File: src/rtl/misr_pkg.sv
package misr_pkg;
  typedef struct packed {
    logic load;
    logic capture;
    logic compare;
  } misrStrobe_t;
endpackage

File: src/rtl/misr_ctrl.sv
module misr_ctrl
  import misr_pkg::*;
(
  input  logic        clk,
  input  logic        rstN,
  input  logic        seedLoad,
  input  logic        captureEn,
  input  logic        compareStrobe,
  input  logic        matchNow,
  output misrStrobe_t strobe,
  output logic        testDone,
  output logic        testPass
);
  always_comb begin
    strobe.load    = seedLoad;
    strobe.capture = captureEn & ~seedLoad;
    strobe.compare = compareStrobe & ~seedLoad & ~testDone;
  end

  always_ff @(posedge clk) begin
    if (!rstN) begin
      testDone <= 1'b0;
      testPass <= 1'b0;
    end else if (strobe.load) begin
      testDone <= 1'b0;
      testPass <= 1'b0;
    end else if (strobe.compare) begin
      testDone <= 1'b1;
      testPass <= matchNow;
    end
  end


  done_hold_chk: assert property (@(posedge clk) disable iff (!rstN)
    (testDone && !seedLoad) |=> (testDone && $stable(testPass)));


  done_rise_chk: assert property (@(posedge clk) disable iff (!rstN)
    (compareStrobe && !seedLoad) |=> testDone);


  load_clears_chk: assert property (@(posedge clk) disable iff (!rstN)
    seedLoad |=> (!testDone && !testPass));
endmodule

File: src/rtl/misr_datapath.sv
module misr_datapath
  import misr_pkg::*;
#(
  parameter int              N          = 4,
  parameter logic [N-1:0]    TAP_MASK   = 4'b1100,
  parameter logic [N-1:0]    RESET_SEED = '0,
  parameter bit              USE_XNOR   = 1'b0
) (
  input  logic         clk,
  input  logic         rstN,
  input  misrStrobe_t  strobe,
  input  logic [N-1:0] seedValue,
  input  logic [N-1:0] dataIn,
  input  logic [N-1:0] goldenSig,
  output logic [N-1:0] signature,
  output logic         matchNow
);
  localparam logic INV = USE_XNOR;

  logic [N-1:0] sigQ;
  logic [N-1:0] sigNext;
  logic         feedback;

  assign feedback = ^(sigQ & TAP_MASK);

  generate
    for (genvar i = 0; i < N; i++) begin : g_stage
      if (i == 0) begin : g_head
        assign sigNext[i] = dataIn[i] ^ feedback ^ INV;
      end else begin : g_body
        assign sigNext[i] = sigQ[i-1] ^ dataIn[i] ^ INV;
      end
    end
  endgenerate

  always_ff @(posedge clk) begin
    if (!rstN)               sigQ <= RESET_SEED;
    else if (strobe.load)    sigQ <= seedValue;
    else if (strobe.capture) sigQ <= sigNext;
  end

  assign signature = sigQ;
  assign matchNow  = (sigQ == goldenSig);


  hold_idle_chk: assert property (@(posedge clk) disable iff (!rstN)
    (!strobe.load && !strobe.capture) |=> $stable(sigQ));


  seed_load_chk: assert property (@(posedge clk) disable iff (!rstN)
    strobe.load |=> (sigQ == $past(seedValue)));


  shift_body_chk: assert property (@(posedge clk) disable iff (!rstN)
    strobe.capture |=> (sigQ[N-1:1] ==
      ($past(sigQ[N-2:0]) ^ $past(dataIn[N-1:1]) ^ {(N-1){INV}})));
endmodule

File: src/rtl/misr_compactor.sv
module misr_compactor
  import misr_pkg::*;
#(
  parameter int           N          = 4,
  parameter logic [N-1:0] TAP_MASK   = 4'b1100,
  parameter logic [N-1:0] RESET_SEED = '0,
  parameter bit           USE_XNOR   = 1'b0
) (
  input  logic         clk,
  input  logic         rstN,
  input  logic         seedLoad,
  input  logic [N-1:0] seedValue,
  input  logic         captureEn,
  input  logic [N-1:0] dataIn,
  input  logic         compareStrobe,
  input  logic [N-1:0] goldenSig,
  output logic [N-1:0] signature,
  output logic         testDone,
  output logic         testPass
);
  misrStrobe_t strobe;
  logic        matchNow;

  misr_ctrl u_ctrl (
    .clk(clk), .rstN(rstN), .seedLoad(seedLoad), .captureEn(captureEn),
    .compareStrobe(compareStrobe), .matchNow(matchNow), .strobe(strobe),
    .testDone(testDone), .testPass(testPass)
  );

  misr_datapath #(
    .N(N), .TAP_MASK(TAP_MASK), .RESET_SEED(RESET_SEED), .USE_XNOR(USE_XNOR)
  ) u_dp (
    .clk(clk), .rstN(rstN), .strobe(strobe), .seedValue(seedValue),
    .dataIn(dataIn), .goldenSig(goldenSig), .signature(signature),
    .matchNow(matchNow)
  );
endmodule

File: config.mk
export PLATFORM = sky130hd
export DESIGN_NAME = misr_compactor
export DESIGN_NICKNAME = d
export VERILOG_FILES = /design/src/rtl/misr_pkg.sv /design/src/rtl/misr_ctrl.sv /design/src/rtl/misr_datapath.sv /design/src/rtl/misr_compactor.sv
export SDC_FILE = /design/constraint.sdc
export NUM_CORES = 1
export LEC_CHECK = 0
export BUFFER_PORTS_ARGS = -buffer_cell sky130_fd_sc_hd__buf_4
export CAP_MARGIN = 40
export CELL_PAD_IN_SITES_DETAIL_PLACEMENT = 0
export CELL_PAD_IN_SITES_GLOBAL_PLACEMENT = 2
export CORE_ASPECT_RATIO = 1.1
export CORE_MARGIN = 5
export CORE_UTILIZATION = 20
export DETAILED_ROUTE_END_ITERATION = 8
export GPL_TIMING_DRIVEN = 0
export PLACE_DENSITY_LB_ADDON = 0.1
export SETUP_SLACK_MARGIN = 0.02
export SYNTH_ARGS = -nofsm -noshare
export SYNTH_HDL_FRONTEND = slang
export SYNTH_SLANG_ARGS = --single-unit
File: constraint.sdc
create_clock -name clk -period 1.5 [get_ports clk]
set_clock_uncertainty 0.05 [all_clocks]
set_input_delay 0.15 -clock clk [delete_from_list [all_inputs] [get_ports clk]]
set_output_delay 0.15 -clock clk [all_outputs]
set_load 0.01 [all_outputs]
==> results.sh <==
export IMPL_path_buf_inv=0
export IMPL_min_path_cells=3
export IMPL_num_antenna_cells=0
export IMPL_wl_per_cell_um=12.1
export IMPL_layout_setup_ws_ns=0.281
export IMPL_synth_common_cells="xor2_1, dfxtp_1, mux2i_1, o21ai_0, nand3_1"
export IMPL_synthCells=35
export IMPL_drt_iter0_markers=1
export IMPL_endpoint="u_dp.signature[0]"
export IMPL_reg2regPathDepth=3
export IMPL_cts_sinks=6
export IMPL_dpl_hpwl_um=779
export IMPL_critical_path_class="reg2reg"
export IMPL_hold_violations=0
export IMPL_insertion_delay_ns=0.25
export IMPL_arrival_ns=1.30
export IMPL_wl_um=916
export IMPL_areaGrowthSynthToFinish_pct=59.6
export IMPL_clockBufferDepth=2
export IMPL_yosys_warnings=0
export IMPL_synth_seq_cells=6
export IMPL_coreArea_sq_um=1600
export IMPL_fp_dieW_um=49.2
export IMPL_cp_required_ns=1.58
export IMPL_antenna_left=0
export IMPL_fin_setup_tns_ns=0
export IMPL_num_vias=332
export IMPL_cts_tree="built"
export IMPL_rsz0062_at_grt="no"
export IMPL_setup_viol=0
export IMPL_max_freq_ghz=0.820
export IMPL_whs_ns=0.0611
export IMPL_cts_hold_buffers=0
export IMPL_reg2reg_to="u_dp.signature[0]"
export IMPL_status="finished clean"
export IMPL_fin_crit_ns=1.22
export IMPL_yosys_area_top_type="dfxtp_1"
export IMPL_start_util_pct=21.2
export IMPL_gp_congestion=0.653
export IMPL_startpoint_type="register"
export IMPL_synth_top_area_share_pct=35.6
export IMPL_peakVddDrop_uv=260
export IMPL_synth_edff_count=0
export IMPL_tightest_slew_ns=0.344
export IMPL_grt_pass1_wl_mm=1.52
export IMPL_cp_max_fo=4
export IMPL_gr_usage_all_layers_pct=7.98
export IMPL_placedCellCount=73
export IMPL_timing_critical_path_cells="xor3_1 > mux2i_1 > a21oi_1"
export IMPL_antenna_found_initial=0
export IMPL_synth_area_leaders="dfxtp_1, xor2_1, mux2i_1"
export IMPL_cp_depth=3
export IMPL_crit_path_end_kind="register"
export IMPL_total_leakage_power_uw=0.000282
export IMPL_die_area_sq_um=2610
export IMPL_maxSlewHeadroom_pct=76.8
export IMPL_synth_fp_nets=52
export IMPL_cts_htree_levels=1
export IMPL_yosysUniqueCellTypes=15
export IMPL_hp_class="in2reg"
export IMPL_power_uw=449
export IMPL_grt_max_degree=7
export IMPL_cts_resized=0
export IMPL_pin_count=23
export IMPL_slew_violations=0
export IMPL_startpoint="u_dp.signature[3]"
export IMPL_grt_overflow_total=0
export IMPL_slowest_delay_ns=0.44
export IMPL_synth_most_common_cell="xor2_1"
export IMPL_r2r_start="u_dp.signature[3]"
export IMPL_synth_async_reset_ratio_pct=0
export IMPL_cts_setup_buffers=0
export IMPL_crit_path_top_delay_cell="xor3_1"
export IMPL_fp_dieH_um=53.1
export IMPL_drt_first_pass_iters=2
export IMPL_cts_root_buf="clkbuf_4"
export IMPL_period_share_pct=81.3
export IMPL_cp_top_family="XOR/XNOR gates"
export IMPL_r2r_slack_ns=0.28
export IMPL_final_nets=78
export IMPL_clkTransAtPathRegs_ns=0.05
export IMPL_port_buffers=21
export IMPL_synth_flop_cell="dfxtp_1"
export IMPL_synth_avg_cell_area_sq_um=9.65
export IMPL_numCtsBuffers=3
export IMPL_post_place_ws_ns=0.256
export IMPL_p_per_area_nw_per_um2=833
export IMPL_grt_pass1_vias=359
export IMPL_syn_area_sq_um=338
export IMPL_vias_per_cell=4.37
export IMPL_max_cap_viol_count=0
export IMPL_seq_area_frac_synth_pct=35.6
export IMPL_drive_gt1_share_pct=42.4
export IMPL_route_detailed_drc=0
export IMPL_fin_cells=76
export IMPL_rows=15
cell families (layout without fill, tap and decap cells):
kind of cell	count (synthesis)	after routing	synth area share, %
and+or+nand+nor	9	9	14.4
xor gates and xnor gates	8	8	25.2
AOI/OAI and AO/OA	6	6	10.4
DFF	6	6	35.6
muxes	4	4	11.9
buffers and inverters	2	26	2.59
sequential cells by signal, indices dropped and copies added, names as in the netlist:
register         count
u_ctrl.testPass      1
u_dp.signature       4
u_ctrl.testDone      1
metrics by stage:
stage	cell area [sq um]	util (%)
floorplan	338	-
global placement	517	32.4
detailed placement	517	32.4
CTS	539	33.8
global route	539	33.8
finish	539	33.8
routing by layer:
layer | GRT usage (%) | part of all wire, %
met5 | 0 | 0
met4 | 5.38 | 1.6
met3 | 5.07 | 15
met2 | 10.5 | 41
met1 | 9.26 | 42
worst min-delay path by stage:
stage                              from               to  slack (ns)
final                     compareStrobe  u_ctrl.testDone        0.06
after global placement    compareStrobe  u_ctrl.testDone        0.31
after floorplan           compareStrobe  u_ctrl.testDone        0.22
after detailed placement  compareStrobe  u_ctrl.testDone        0.32
after CTS                 compareStrobe  u_ctrl.testDone        0.06
after global routing      compareStrobe  u_ctrl.testDone        0.05
layout make-up:
cell class                 instances  area (sq um)
fill                             166          1060
sequential                         6           120
inverter                           1          3.75
timing repair buffer              21           158
clock buffer                       3          22.5
tap                               17          21.3
buffer                             1          5.00
multi-input combinational         27           209
worst reg2reg max path, stage by stage (launching register included):
cell,delay (ns)
dfxtp_1,0.39
xor3_1,0.44
mux2i_1,0.15
a21oi_1,0.08
placed cells by master (no fill, tap or decap):
master	synthesis	layout
clkbuf_4	0	3
o21ai_0	4	4
nor2b_1	1	1
clkbuf_2	1	1
a41o_1	1	1
nand3_1	3	3
nor2_1	2	2
mux2i_1	4	4
nor3b_1	1	1
nand2b_1	1	1
nor4_1	1	1
buf_4	0	21
inv_1	1	1
dfxtp_1	6	6
xor2_1	7	7
xor3_1	1	1
a21oi_1	1	1
report_power, final:
group          internal (uW)  switching, uW
registers                171           14.3
clock network           90.6           59.1
logic                   71.1           43.2
Power figures use the tool's default switching activity.
